--- src/rtl/dacbank_pkg.sv ---
package dacbank_pkg;

   typedef enum logic [3:0] {
      CMD_WR_IN   = 4'h0,
      CMD_UPD     = 4'h1,
      CMD_WR_UPD  = 4'h2,
      CMD_PWR     = 4'h4,
      CMD_CLRSET  = 4'h5,
      CMD_LDMASK  = 4'h6,
      CMD_REF     = 4'h7
   } cmd_e;

   localparam int CMD_W  = 4;
   localparam int ADDR_W = 4;
   localparam int PD_W   = 2;

   typedef enum logic [1:0] {
      CLR_ZERO  = 2'd0,
      CLR_MID   = 2'd1,
      CLR_FULL  = 2'd2,
      CLR_ZERO2 = 2'd3
   } clr_e;

endpackage

--- src/rtl/dacbank_sync.sv ---
module dacbank_sync #(
   parameter int W      = 4,
   parameter int STAGES = 2
) (
   input  logic         clk,
   input  logic         rst_n,
   input  logic [W-1:0] d,
   output logic [W-1:0] q,
   output logic [W-1:0] rise,
   output logic [W-1:0] fall
);

   logic [W-1:0] stg [STAGES];
   logic [W-1:0] prev_q;

   generate
      genvar s;
      for (s = 0; s < STAGES; s++) begin : g_stage
         if (s == 0) begin : g_first
            always_ff @(posedge clk or negedge rst_n) begin
               if (!rst_n) stg[s] <= '1;
               else        stg[s] <= d;
            end
         end else begin : g_next
            always_ff @(posedge clk or negedge rst_n) begin
               if (!rst_n) stg[s] <= '1;
               else        stg[s] <= stg[s-1];
            end
         end
      end
   endgenerate

   always_ff @(posedge clk or negedge rst_n) begin
      if (!rst_n) prev_q <= '1;
      else        prev_q <= stg[STAGES-1];
   end

   assign q    = stg[STAGES-1];
   assign rise = stg[STAGES-1] & ~prev_q;
   assign fall = ~stg[STAGES-1] & prev_q;

endmodule

--- src/rtl/dacbank_frame.sv ---
module dacbank_frame #(
   parameter int FB = 32
) (
   input  logic          clk,
   input  logic          rst_n,
   input  logic          sel_n,
   input  logic          sclk_fall,
   input  logic          sdat,
   output logic [FB-1:0] word_o,
   output logic          vld_o
);

   localparam int CW = $clog2(FB + 1);

   logic [CW-1:0] cnt_q;
   logic [FB-1:0] sh_q;
   logic [FB-1:0] sh_nxt;

   assign sh_nxt = {sh_q[FB-2:0], sdat};

   always_ff @(posedge clk or negedge rst_n) begin
      if (!rst_n) begin
         cnt_q  <= '0;
         sh_q   <= '0;
         word_o <= '0;
         vld_o  <= 1'b0;
      end else begin
         vld_o <= 1'b0;
         if (sel_n) begin
            cnt_q <= '0;
         end else if (sclk_fall && (cnt_q < CW'(FB))) begin
            sh_q  <= sh_nxt;
            cnt_q <= cnt_q + 1'b1;
            if (cnt_q == CW'(FB - 1)) begin
               vld_o  <= 1'b1;
               word_o <= sh_nxt;
            end
         end
      end
   end

endmodule

--- src/rtl/dacbank_regs.sv ---
module dacbank_regs
   import dacbank_pkg::*;
#(
   parameter int NGRP = 2,
   parameter int CPG  = 8,
   parameter int DW   = 12,
   parameter int FB   = 32
) (
   input  logic                    clk,
   input  logic                    rst_n,
   input  logic [NGRP-1:0]         frm_vld,
   input  logic [FB-1:0]           frm_word [NGRP],
   input  logic                    load_lvl,
   input  logic                    load_fall,
   input  logic                    clr_lvl,
   input  logic                    clr_fall,
   output logic [NGRP*CPG*DW-1:0]  dac_flat,
   output logic [NGRP*CPG*PD_W-1:0] pd_flat,
   output logic [NGRP-1:0]         ref_on,
   output logic [DW-1:0]           clr_value
);

   localparam int NCH     = NGRP * CPG;
   localparam int AW      = $clog2(CPG);
   localparam int IW      = $clog2(NCH);
   localparam int CMD_LSB = FB - CMD_W;
   localparam int ADR_LSB = CMD_LSB - ADDR_W;
   localparam int DAT_LSB = ADR_LSB - DW;

   logic [DW-1:0]   in_q   [NCH];
   logic [DW-1:0]   dac_q  [NCH];
   logic [PD_W-1:0] pd_q   [NCH];
   logic [NCH-1:0]  mask_q;
   logic [1:0]      clr_code_q;
   logic [NGRP-1:0] ref_q;

   cmd_e            cmd  [NGRP];
   logic [IW-1:0]   idx  [NGRP];
   logic [DW-1:0]   dat  [NGRP];

   generate
      genvar g;
      for (g = 0; g < NGRP; g++) begin : g_dec
         logic [AW-1:0] sel;
         assign cmd[g] = cmd_e'(frm_word[g][CMD_LSB +: CMD_W]);
         assign sel    = frm_word[g][ADR_LSB +: AW];
         assign dat[g] = frm_word[g][DAT_LSB +: DW];
         assign idx[g] = IW'(g * CPG) + IW'(sel);
      end
   endgenerate

   always_comb begin
      unique case (clr_e'(clr_code_q))
         CLR_MID:  clr_value = {1'b1, {(DW-1){1'b0}}};
         CLR_FULL: clr_value = '1;
         default:  clr_value = '0;
      endcase
   end

   always_ff @(posedge clk or negedge rst_n) begin
      if (!rst_n) begin
         for (int c = 0; c < NCH; c++) begin
            in_q[c]  <= '0;
            dac_q[c] <= '0;
            pd_q[c]  <= '0;
         end
         mask_q     <= '1;
         clr_code_q <= '0;
         ref_q      <= '0;
      end else begin
         // masked transfer on a load edge, blocked while clear is low
         for (int c = 0; c < NCH; c++) begin
            if (load_fall && clr_lvl && mask_q[c]) dac_q[c] <= in_q[c];
         end
         // completed frames
         for (int gi = 0; gi < NGRP; gi++) begin
            if (frm_vld[gi]) begin
               case (cmd[gi])
                  CMD_WR_IN: begin
                     in_q[idx[gi]] <= dat[gi];
                     if (!load_lvl) dac_q[idx[gi]] <= dat[gi];
                  end
                  CMD_UPD: dac_q[idx[gi]] <= in_q[idx[gi]];
                  CMD_WR_UPD: begin
                     in_q[idx[gi]]  <= dat[gi];
                     dac_q[idx[gi]] <= dat[gi];
                  end
                  CMD_PWR: begin
                     for (int c = 0; c < CPG; c++) begin
                        if (dat[gi][c]) pd_q[gi*CPG + c] <= dat[gi][CPG +: PD_W];
                     end
                  end
                  CMD_CLRSET: clr_code_q <= dat[gi][1:0];
                  CMD_LDMASK: mask_q[gi*CPG +: CPG] <= dat[gi][CPG-1:0];
                  CMD_REF:    ref_q[gi] <= dat[gi][0];
                  default: ;
               endcase
            end
         end
         // clear edge overrides everything else in the same cycle
         if (clr_fall) begin
            for (int c = 0; c < NCH; c++) begin
               in_q[c]  <= clr_value;
               dac_q[c] <= clr_value;
            end
         end
      end
   end

   generate
      genvar ch;
      for (ch = 0; ch < NCH; ch++) begin : g_flat
         assign dac_flat[ch*DW +: DW]   = dac_q[ch];
         assign pd_flat[ch*PD_W +: PD_W] = pd_q[ch];
      end
   endgenerate

   assign ref_on = ref_q;

endmodule

--- src/rtl/dacbank_top.sv ---
module dacbank_top
   import dacbank_pkg::*;
#(
   parameter int NGRP        = 2,
   parameter int CPG         = 8,
   parameter int DW          = 12,
   parameter int FRAME_BITS  = 32,
   parameter int SYNC_STAGES = 2
) (
   input  logic                         clk,
   input  logic                         rst_n,
   input  logic                         ser_clk,
   input  logic                         ser_dat,
   input  logic [NGRP-1:0]              frame_n,
   input  logic                         load_n,
   input  logic                         clear_n,
   output logic [NGRP*CPG*DW-1:0]       dac_code,
   output logic [NGRP*CPG*PD_W-1:0]     pd_mode,
   output logic [NGRP-1:0]              ref_on
);

   localparam int NCH = NGRP * CPG;
   localparam int SW  = NGRP + 4;

   generate
      if (FRAME_BITS < CMD_W + ADDR_W + DW) begin : g_bad_frame
         $error("dacbank_top: FRAME_BITS too small for command, address and data");
      end
      if ((CPG < 2) || (CPG > (1 << ADDR_W)) || ((CPG & (CPG - 1)) != 0)) begin : g_bad_cpg
         $error("dacbank_top: CPG must be a power of two between 2 and 16");
      end
      if (DW < CPG + PD_W) begin : g_bad_dw
         $error("dacbank_top: DW too narrow for channel mask and power-down mode");
      end
      if (SYNC_STAGES < 2) begin : g_bad_sync
         $error("dacbank_top: SYNC_STAGES must be at least 2");
      end
   endgenerate

   logic [SW-1:0]   raw, lvl, rise, fall;
   logic [NGRP-1:0] frm_lvl;
   logic            sclk_fall, sdat_lvl;
   logic            ld_lvl, ld_fall, cl_lvl, cl_fall;
   logic [NGRP-1:0] frm_vld;
   logic [FRAME_BITS-1:0] frm_word [NGRP];
   logic [DW-1:0]   clr_value;

   assign raw = {clear_n, load_n, ser_dat, ser_clk, frame_n};

   dacbank_sync #(.W(SW), .STAGES(SYNC_STAGES)) u_sync (
      .clk  (clk),
      .rst_n(rst_n),
      .d    (raw),
      .q    (lvl),
      .rise (rise),
      .fall (fall)
   );

   assign frm_lvl   = lvl[NGRP-1:0];
   assign sclk_fall = fall[NGRP];
   assign sdat_lvl  = lvl[NGRP+1];
   assign ld_lvl    = lvl[NGRP+2];
   assign ld_fall   = fall[NGRP+2];
   assign cl_lvl    = lvl[NGRP+3];
   assign cl_fall   = fall[NGRP+3];

   generate
      genvar g;
      for (g = 0; g < NGRP; g++) begin : g_rx
         dacbank_frame #(.FB(FRAME_BITS)) u_rx (
            .clk      (clk),
            .rst_n    (rst_n),
            .sel_n    (frm_lvl[g]),
            .sclk_fall(sclk_fall),
            .sdat     (sdat_lvl),
            .word_o   (frm_word[g]),
            .vld_o    (frm_vld[g])
         );
      end
   endgenerate

   dacbank_regs #(.NGRP(NGRP), .CPG(CPG), .DW(DW), .FB(FRAME_BITS)) u_regs (
      .clk      (clk),
      .rst_n    (rst_n),
      .frm_vld  (frm_vld),
      .frm_word (frm_word),
      .load_lvl (ld_lvl),
      .load_fall(ld_fall),
      .clr_lvl  (cl_lvl),
      .clr_fall (cl_fall),
      .dac_flat (dac_code),
      .pd_flat  (pd_mode),
      .ref_on   (ref_on),
      .clr_value(clr_value)
   );

endmodule

--- config.mk ---
export PLATFORM = sky130hd
export DESIGN_NAME = dacbank_top
export DESIGN_NICKNAME = d
export VERILOG_FILES = /design/src/rtl/dacbank_pkg.sv /design/src/rtl/dacbank_sync.sv /design/src/rtl/dacbank_frame.sv /design/src/rtl/dacbank_regs.sv /design/src/rtl/dacbank_top.sv
export SDC_FILE = /design/constraint.sdc
export NUM_CORES = 1
export LEC_CHECK = 0
export ABC_AREA = 1
export CAP_MARGIN = 25
export CORE_UTILIZATION = 35
export DETAILED_ROUTE_END_ITERATION = 16
export DONT_BUFFER_PORTS = 1
export HOLD_SLACK_MARGIN = 0.02
export MAX_ROUTING_LAYER = met4
export PLACE_DENSITY = 0.61
export RECOVER_POWER = 50
export SETUP_SLACK_MARGIN = 0.4
export SLEW_MARGIN = 20
export SYNTH_ARGS = -nofsm -noshare
export SYNTH_HDL_FRONTEND = slang
export SYNTH_SLANG_ARGS = --single-unit
--- constraint.sdc ---
create_clock -name clk -period 5.1 [get_ports clk]
set_input_delay 1.02 -clock clk [delete_from_list [all_inputs] [get_ports clk]]
set_output_delay 1.02 -clock clk [all_outputs]
set_load 0.005 [all_outputs]
Word-level counts from Yosys, hierarchy flattened
Index checks and enable logic that the tools add are counted.

Add/sub/neg operators: 3. Multipliers: 0. Divide/modulo/power cells: 0. $lt $le $gt $ge: 6. Equal/unequal tests: 16. Shift-type cells: 0. Mux-type cells: 59. Bitwise gates (word level): 6. Reduce and logical (&&, ||, !) cells: 51.

Operators with widths (count): 2-to-1 mux 192 bit (10); bitwise mux 192 bit (6); case mux 192 bit (3 select lines) (2); 2-to-1 mux 12 bit (22); binary-select mux 12 bit (select 4 bit) (2); demux 12 bit (select 4 bit) (2); AND reduction 3 bit (18); equality test 4 x 3 -> 1 bit, second input constant (8); 2-to-1 mux 6 bit (4); case mux 12 bit (2 select lines) (1); logical AND 1 bit (21); adder 6 x 1 -> 6 bit, second input constant (2); equality test 6 x 5 -> 1 bit, second input constant (2); < comparator 6 bit, second input constant (2); AND reduction 2 bit (6); greater-or-equal comparator 5 bit, second input constant (2); < comparator 5 x 1 -> 1 bit, second input constant (2); equality test 4 x 1 -> 1 bit, second input constant (2); equality test 4 x 2 -> 1 bit, second input constant (2); zero test 4 bit (2); 2-to-1 mux 2 bit (4); AND 6 bit (1); 2-to-1 mux 1 bit (6); NOT 6 bit (1); other kinds (8) (11).

Flip-flop bits (word level): 594. Bits in latches: 0. Memory bits (writable): 0. Memory bits (read-only): 0. Input port bits: 8. Output and inout port bits: 226. Word-level logic and storage cells: 205. Memories kept: 0.

Logic depth before layout (Yosys ltp)
Gate-level depths: netlist of the first run.

Depth in word-level cells: 14. Mapped depth: 15. Depth with buffers taken out: 13.

Hierarchy
A second synthesis of the first run with hierarchy kept.

Cells, all modules: 4887. Area, all modules: 33474.6 µm².

Modules (own cells, without submodules): dacbank_regs (instances 1, cells an instance 4219, area an instance 27153.5 µm², sequential area each 10930.5 µm²); dacbank_frame (instances 2, cells an instance 310, area an instance 2856.5 µm², sequential area each 1751.7 µm²); dacbank_sync (instances 1, cells an instance 48, area an instance 608.1 µm², sequential area each 473.0 µm²).

Worst setup path after synthesis of the first run
Ideal clock, no wire load.

Kind: reg-to-reg. From: register u_sync.stg (netlist bit u_sync.q[5]). To: register u_regs.dac_q (netlist bit u_regs.dac_flat[10]). Setup time: 0.130 ns. Arrival time: 1.642 ns. Required time: 4.970 ns. Path slack: 3.328 ns. Cell stages (with the launch flop): 12. Buffers on the path: 2. Clock period less this slack: 1.772 ns. Cell sequence: dfstp_2 nand2_1 nor2_2 buf_4 nand2_1 clkbuf_1 nand2_1 o21ai_0 nand2_1 nand2_1 nand2_1 nand2_1.

Longest elaborated chain between the ends: 12. Elaborated cells on any way between the ends: 16. Those cells by class: mux: 12; bitwise: 2; reduce/logical: 2.

RTL lines: start: declaration (line dacbank_sync.sv:13) `logic [W-1:0] stg [STAGES];`; start signal: indexed assignment (line dacbank_sync.sv:27) `else stg[s] <= stg[s-1];`; logical AND 1 bit (2 in series) (line dacbank_regs.sv:73) `if (load_fall && clr_lvl && mask_q[c]) dac_q[c] <= in_q[c];`; 2-to-1 mux 12 bit (line dacbank_regs.sv:73); bitwise mux 192 bit (line dacbank_regs.sv:81, dacbank_regs.sv:86); 2-to-1 mux 192 bit (line dacbank_regs.sv:81) `if (!load_lvl) dac_q[idx[gi]] <= dat[gi];`; case mux 192 bit (3 select lines) (line dacbank_regs.sv:78) `case (cmd[gi])`; 2-to-1 mux 192 bit (line dacbank_regs.sv:77) `if (frm_vld[gi]) begin`; bitwise mux 192 bit (line dacbank_regs.sv:81, dacbank_regs.sv:86); 2-to-1 mux 192 bit (line dacbank_regs.sv:81); case mux 192 bit (3 select lines) (line dacbank_regs.sv:78); 2-to-1 mux 192 bit (line dacbank_regs.sv:77); 2-to-1 mux 192 bit (*) (line dacbank_regs.sv:101) `if (clr_fall) begin`; end signal: indexed assignment (line dacbank_regs.sv:81); end signal: indexed assignment (line dacbank_regs.sv:83) `CMD_UPD: dac_q[idx[gi]] <= in_q[idx[gi]];`; end signal: indexed assignment (line dacbank_regs.sv:104) `dac_q[c] <= clr_value;`; end: declaration (line dacbank_regs.sv:31) `logic [DW-1:0] dac_q [NCH];`.

Every way passes the cells marked *; elsewhere a longest branch is shown, timed or not. A chain may end at the register's enable or synchronous reset.

Worst setup path in the final report of the first run
From: register u_sync.stg (netlist bit u_sync.q[5]). To: register u_regs.in_q[93] (netlist name).

Longest elaborated chain between the ends: 3.

RTL lines: NOT 6 bit (line dacbank_sync.sv:40) `assign fall = ~stg[STAGES-1] & prev_q;`; AND 6 bit (line dacbank_sync.sv:40); 2-to-1 mux 192 bit (line dacbank_regs.sv:101); end signal: indexed assignment (line dacbank_regs.sv:80) `in_q[idx[gi]] <= dat[gi];`; end signal: indexed assignment (line dacbank_regs.sv:85) `in_q[idx[gi]] <= dat[gi];`; end signal: indexed assignment (line dacbank_regs.sv:103) `in_q[c] <= clr_value;`; end: declaration (line dacbank_regs.sv:30) `logic [DW-1:0] in_q [NCH];`.

No other way between the ends.

==> reports/metrics.yaml, run 1 <==
vias_per_cell: 5.31
ios: 234
setup_viol: 0
slew_violations: 420
cts_max_level: 3
cts.sinks: 565
p_comb_share_pct: 1.9
synth_seq_cells: 565
run_status: "finished, violations left"
gp_congestion: 1.01
synth_cells: 3709
die_w_um: 284
rsz0062_at_grt: "false"
synthTopCellsByArea: "dfrtp_1 (48%), nand2_1 (22%), o21ai_0 (6.5%), inv_1 (4.3%), nand3_1 (3.6%)"
grt_pass1_vias: 23300
intPower_uw: 7610
multi_input_area_sq_um: 11600
endpoint_kind: "register"
final_cell_mix: "nand2_1 (1605), dfrtp_1 (534), o21ai_0 (360), inv_1 (317), nand3_1 (199)"
finalSetupTns_ns: 0
grt_overflow: 0
cts_setup_buffers: 0
drt-initial-drc-count: 2948
power.switching_uw: 2220
fin_crit_sh_pct: 68.8
power_frac_clock_pct: 51.5
cts_resized: 0
cp-start-kind: "register"
clockRootBuffer: "clkbuf_16"
start_util_pct: 35.3
ant_nets: 0
layout_commonest_cell: "nand2_1"
totalWireLength_um: 101000
port_buffers: 0
worstPathRequired_ns: 5.57
clockBufferDepth: 3
hold_slack_ns: 0.102
core_area_sq_um: 78900
cts_tree: "built"
crit_fanout: 75
skew_ns: 0.0372
fin_area_sq_um: 30900
vdd_ir_drop_max_uv: 251
drive_gt1_share_pct: 6.46
synth_area_per_cell_sq_um: 7.52
hold_viol: 0
path_class: "register to register"
place_area_sq_um: 28500
synth_nets: 3720
vias: 25000
ys_seq_area_share_pct: 50.9
final_cells: 4704
grt_max_degree: 566
seq_power_share_pct: 46.6
fillers: 8247
die_h_um: 284
synth_cell_types: 37
synth_warnings: 0
cts_hold_buf: 0
yosysTopAreaCell: "dfrtp_1"
antenna_found_initial: 0
grtUsageTotal_pct: 25.3
clk_latency_ns: 0.63
worst_pin_slew_ns: 2.18
syn_area_sq_um: 27900
min_path_type: "input pin to async pin"
yosysTopAreaCellShare_pct: 47.9
syn_to_final_growth_pct: 10.7
rows: 103
swShare_pct: 22.6
numCtsBuffers: 70
nNetsFinal: 3614
async_flop_share_pct: 100
max_freq_ghz: 0.285
total_power_uw: 9830
grt_pass1_wl_um: 151000
synth_edf_count: 0
leakage_uw: 0.0159
layout_min_cycle_time_ns: 3.51
worst-endpoint-arrival_ns: 3.98
max_slew_margin_pct: -45.1
power_density_nw_per_um2: 319
register_area_sq_um: 14200
violations: "max-slew violations"
dp.cells: 4577
synth-main-ff-cell: "dfrtp_1"
dpl.hpwl_um: 67000
die_area_sq_um: 80800
drv_cap: 0
cts.clk_slew.worst_paths_ns: 0.06
drc: 0
firstDrtPassIters: 8
wire_per_inst_um: 21.4
-- sequential cells by signal, summed over array words and instances, names as in the netlist --
| signal | count |
|---|---|
| u_regs.dac_flat | 192 |
| u_regs.in_q | 192 |
| g_rx.u_rx.sh_q | 62 |
| g_rx.u_rx.word_o | 38 |
| u_regs.pd_flat | 32 |
| u_regs.mask_q | 16 |
| g_rx.u_rx.cnt_q | 12 |
| u_sync.q | 6 |
| u_sync.stg | 6 |
| u_sync.prev_q | 3 |
| g_rx.u_rx.vld_o | 2 |
| u_regs.clr_code_q | 2 |
| u_regs.ref_on | 2 |
-- synthesized netlist by cell type, types with 10 or more instances --
cell	n
o21ai_0	360
nor3_1	10
inv_1	317
mux2_2	25
o211ai_1	63
buf_2	67
dfrtp_1	534
a21oi_1	78
nor2_1	150
dfstp_2	31
nand2_1	1609
o221ai_1	53
nand4_1	13
nand3_1	199
clkbuf_1	121
o21ai_1	11
-- power by group through the flow --
stage / sequential, uW / combinational, uW / clock [uW]
floorplan: 4650 / 130 / 0
global placement: 4660 / 181 / 0
detailed placement: 4660 / 183 / 0
CTS: 4580 / 183 / 5150
global route: 4580 / 208 / 5300
finish: 4580 / 189 / 5060
-- layout make-up --
type                    count  share of cell area, %
inverters                 327                   3.98
clock inverters            29                   1.03
flip-flops and latches    565                   45.9
diodes                      1                0.00811
repair buffers             25                  0.734
multi-input cells        2614                   37.6
well taps                1050                   4.26
clock buffers              93                   6.48
-- per-layer routing --
metal	GRT usage [%]	vias to the layer above	routed length, um
li1	-	11600	-
met5	-	-	0
met3	6.57	236	10100
met2	38.1	1232	45800
met4	10.3	0	4410
met1	32.2	11900	40500
-- critical path: stages, from the launching register on --
cell	delay [ns]
dfstp_1	0.54
inv_1	0.07
nand2_4	0.39
inv_2	0.41
nand2_4	0.82
o21ai_0	0.66
inv_1	0.33
o21ai_0	0.12
-- final timing paths --
kind / start / end / slack [ns] / depth (start not counted)
setup / recovery: u_sync.q[5] / u_regs.in_q[93] / 1.59 / 7
hold / removal: rst_n / u_regs.dac_flat[165] / 0.10 / 0
setup reg to reg: u_sync.q[5] / u_regs.in_q[93] / 1.59 / 7
hold reg to reg: u_sync.stg[8] / u_sync.q[2] / 0.35 / 0
max in group asynchronous: rst_n / u_regs.ref_on[0] / 3.25 / 0
min in group clk: u_sync.stg[8] / u_sync.q[2] / 0.35 / 0
-- cell families (layout without fill, tap and decap cells) --
logic type / Yosys count / count (layout) / synth area share, %
fa+ha+maj: 3 / 3 / 0.135
other cells: 0 / 1 / 0
buf+inv: 530 / 474 / 7.61
compound gates: 579 / 579 / 11.9
xor+xnor: 2 / 2 / 0.0628
mux: 25 / 25 / 1.01
simple gates: 2005 / 2005 / 28.4
flops: 565 / 565 / 50.9
-- metrics by stage --
step                      worst slack [ns]  utilization [%]
after floorplan                       3.33                -
after detailed placement              1.61             36.1
final                                 1.59             39.1
after global placement                1.66             36.1
after CTS                             1.65             39.1
after global routing                  1.46             39.1
No activity file was read; power rests on OpenSTA's default activity.
==> run 2, diff against run 1 <==
- clock period: 5.1 -> 3.5 ns (I/O delays scaled with it)
==> reports/metrics.yaml, run 2 (synthesis gave the netlist of run 1 again) <==
grt_overflow: 0  # unchanged
power_density_nw_per_um2: 455  # was 319 nW/um^2
vias: 25200  # was 25000
cts_tree: "built"  # unchanged
drive_gt1_share_pct: 7.95  # was 6.46%
cts.clk_slew.worst_paths_ns: 0.06  # about the same
seq_power_share_pct: 46.8  # was 46.6%
violations: "negative hold slack, max-slew violations"  # was max-slew violations
dpl.hpwl_um: 69300  # was 67000 um
core_area_sq_um: 78900  # unchanged
nNetsFinal: 3678  # was 3614
endpoint_kind: "register"  # unchanged
grt_pass1_wl_um: 153000  # was 151000 um
firstDrtPassIters: 6  # was 8
min_path_type: "input pin to async pin"  # unchanged
power_frac_clock_pct: 51.3  # was 51.5%
layout_commonest_cell: "nand2_1"  # unchanged
drt-initial-drc-count: 2956  # was 2948
start_util_pct: 35.3  # unchanged
max_freq_ghz: 0.332  # was 0.285 GHz
max_slew_margin_pct: -173  # was -45.1%
antenna_found_initial: 0  # unchanged
critical-path-slowest-cell: "dfstp_1"  # was nand2_4
rr_worst_depth: 9  # was 7
syn_to_final_growth_pct: 12.4  # was 10.7%
totalWireLength_um: 102000  # was 101000 um
cts_resized: 0  # unchanged
hold_slack_ns: -0.201  # was 0.102 ns
crit_fanout: 12  # was 75
intPower_uw: 11000  # was 7610 uW
drc: 0  # unchanged
critical_path.cell_chain: "inv_1 -> nor2_1 -> inv_1 -> nand3_1 -> nand2_1 -> nand2_1 -> nand2_1 -> nand2_1 -> nand2_1"  # was inv_1 -> nand2_4 -> inv_2 -> nand2_4 -> o21ai_0 -> inv_1 -> o21ai_0
grtUsageTotal_pct: 25.7  # was 25.3%
power.switching_uw: 3270  # was 2220 uW
run_status: "finished, violations left"  # unchanged
startpoint: "u_sync.q[4]"  # was u_sync.q[5]
leakage_uw: 0.0162  # was 0.0159 uW
setup_viol: 0  # unchanged
cts_max_level: 3  # unchanged
fin_crit_sh_pct: 85.9  # was 68.8%
swShare_pct: 22.9  # was 22.6%
numCtsBuffers: 68  # was 70
grt_max_degree: 566  # unchanged
num_antenna_cells: 0  # was 1
slew_violations: 492  # was 420
die_area_sq_um: 80800  # unchanged
cp_common_cell: "nand2_1"
gp_congestion: 1.02  # was 1.01
cp-start-kind: "register"  # unchanged
grt_pass1_vias: 23500  # was 23300
ios: 234  # unchanged
vias_per_cell: 5.28  # was 5.31
worst_pin_slew_ns: 4.10  # was 2.18 ns
rsz0062_at_grt: "false"  # unchanged
die_h_um: 284  # unchanged
port_buffers: 0  # unchanged
cts_setup_buffers: 0  # unchanged
ant_nets: 0  # unchanged
clockRootBuffer: "clkbuf_16"  # unchanged
path_class: "register to register"  # unchanged
hold_viol: 36  # was 0
vdd_ir_drop_max_uv: 312  # was 251 uV
worst-endpoint-arrival_ns: 3.46  # was 3.98 ns
cts.sinks: 565  # unchanged
critical_path.max_stage_delay_ns: 0.77  # was 0.82 ns
timing.rr.start: "u_sync.q[4]"  # was u_sync.q[5]
die_w_um: 284  # unchanged
wire_per_inst_um: 21.4  # about the same
drv_cap: 0  # unchanged
finalSetupTns_ns: 0  # unchanged
rows: 103  # unchanged
final_cell_mix: "nand2_1 (1607), dfrtp_1 (534), o21ai_0 (360), inv_1 (316), nand3_1 (199)"  # was nand2_1 (1605), dfrtp_1 (534), o21ai_0 (360), inv_1 (317), nand3_1 (199)
p_comb_share_pct: 1.9  # about the same
clk_latency_ns: 0.64  # was 0.63 ns
layout_min_cycle_time_ns: 3.01  # was 3.51 ns
skew_ns: 0.0475  # was 0.0372 ns
worstPathRequired_ns: 3.96  # was 5.57 ns
clockBufferDepth: 3  # unchanged
[run 2: metal layers]
| layer | wire (um) | GRT usage [%] | vias to the layer above |
|---|---|---|---|
| met1 | 41500 | 33.1 | 12100 |
| li1 | - | - | 11700 |
| met5 | 0 | - | - |
| met4 | 4440 | 10.8 | 0 |
| met3 | 9170 | 5.59 | 257 |
| met2 | 47000 | 39.0 | 1140 |
[run 2: critical path, delay by kind of cell (launching register included)]
kind | cells | cell delay, ns
buffers and inverters | 2 | 0.56
flip-flops | 1 | 0.77
AND/OR/NAND/NOR | 7 | 1.50
[run 2: worst paths after layout]
kind	endpoint	slack (ns)
max	u_regs.dac_flat[114]	0.49
min	u_regs.dac_flat[165]	-0.20
max reg2reg	u_regs.dac_flat[114]	0.49
min reg2reg	u_sync.q[1]	0.36
max in group asynchronous	u_regs.pd_flat[14]	0.52
min in group clk	u_sync.stg[6]	0.08
[run 2: metrics by stage]
| step | instance area (sq um) | worst slack (ns) | std cells | power (uW) | util (%) |
|---|---|---|---|---|---|
| CTS | 31300 | 0.577 | 4768 | 14400 | 39.7 |
| detailed placement | 29000 | 0.624 | 4644 | 7060 | 36.8 |
| finish | 31300 | 0.492 | 4771 | 14300 | 39.7 |
| floorplan | 27900 | 1.73 | 3709 | 6970 | - |
| global route | 31300 | 0.425 | 4771 | 14700 | 39.7 |
| global placement | 29000 | 0.635 | 4643 | 7050 | 36.8 |
[run 2: layout make-up]
class / instances / area (sq um)
inverters: 327 / 1230
clock buffers: 100 / 1960
fillers: 8137 / 47500
repair buffers: 91 / 718
multi-input cells: 2614 / 11600
clock inverters: 24 / 324
flip-flops and latches: 565 / 14200
well taps: 1050 / 1310
[run 2: power groups by stage]
stage	Clock, uW	Combinational, uW	Sequential, uW
floorplan	0	189	6780
global placement	0	260	6790
detailed placement	0	264	6790
CTS	7480	265	6680
global route	7720	300	6680
finish	7330	266	6680
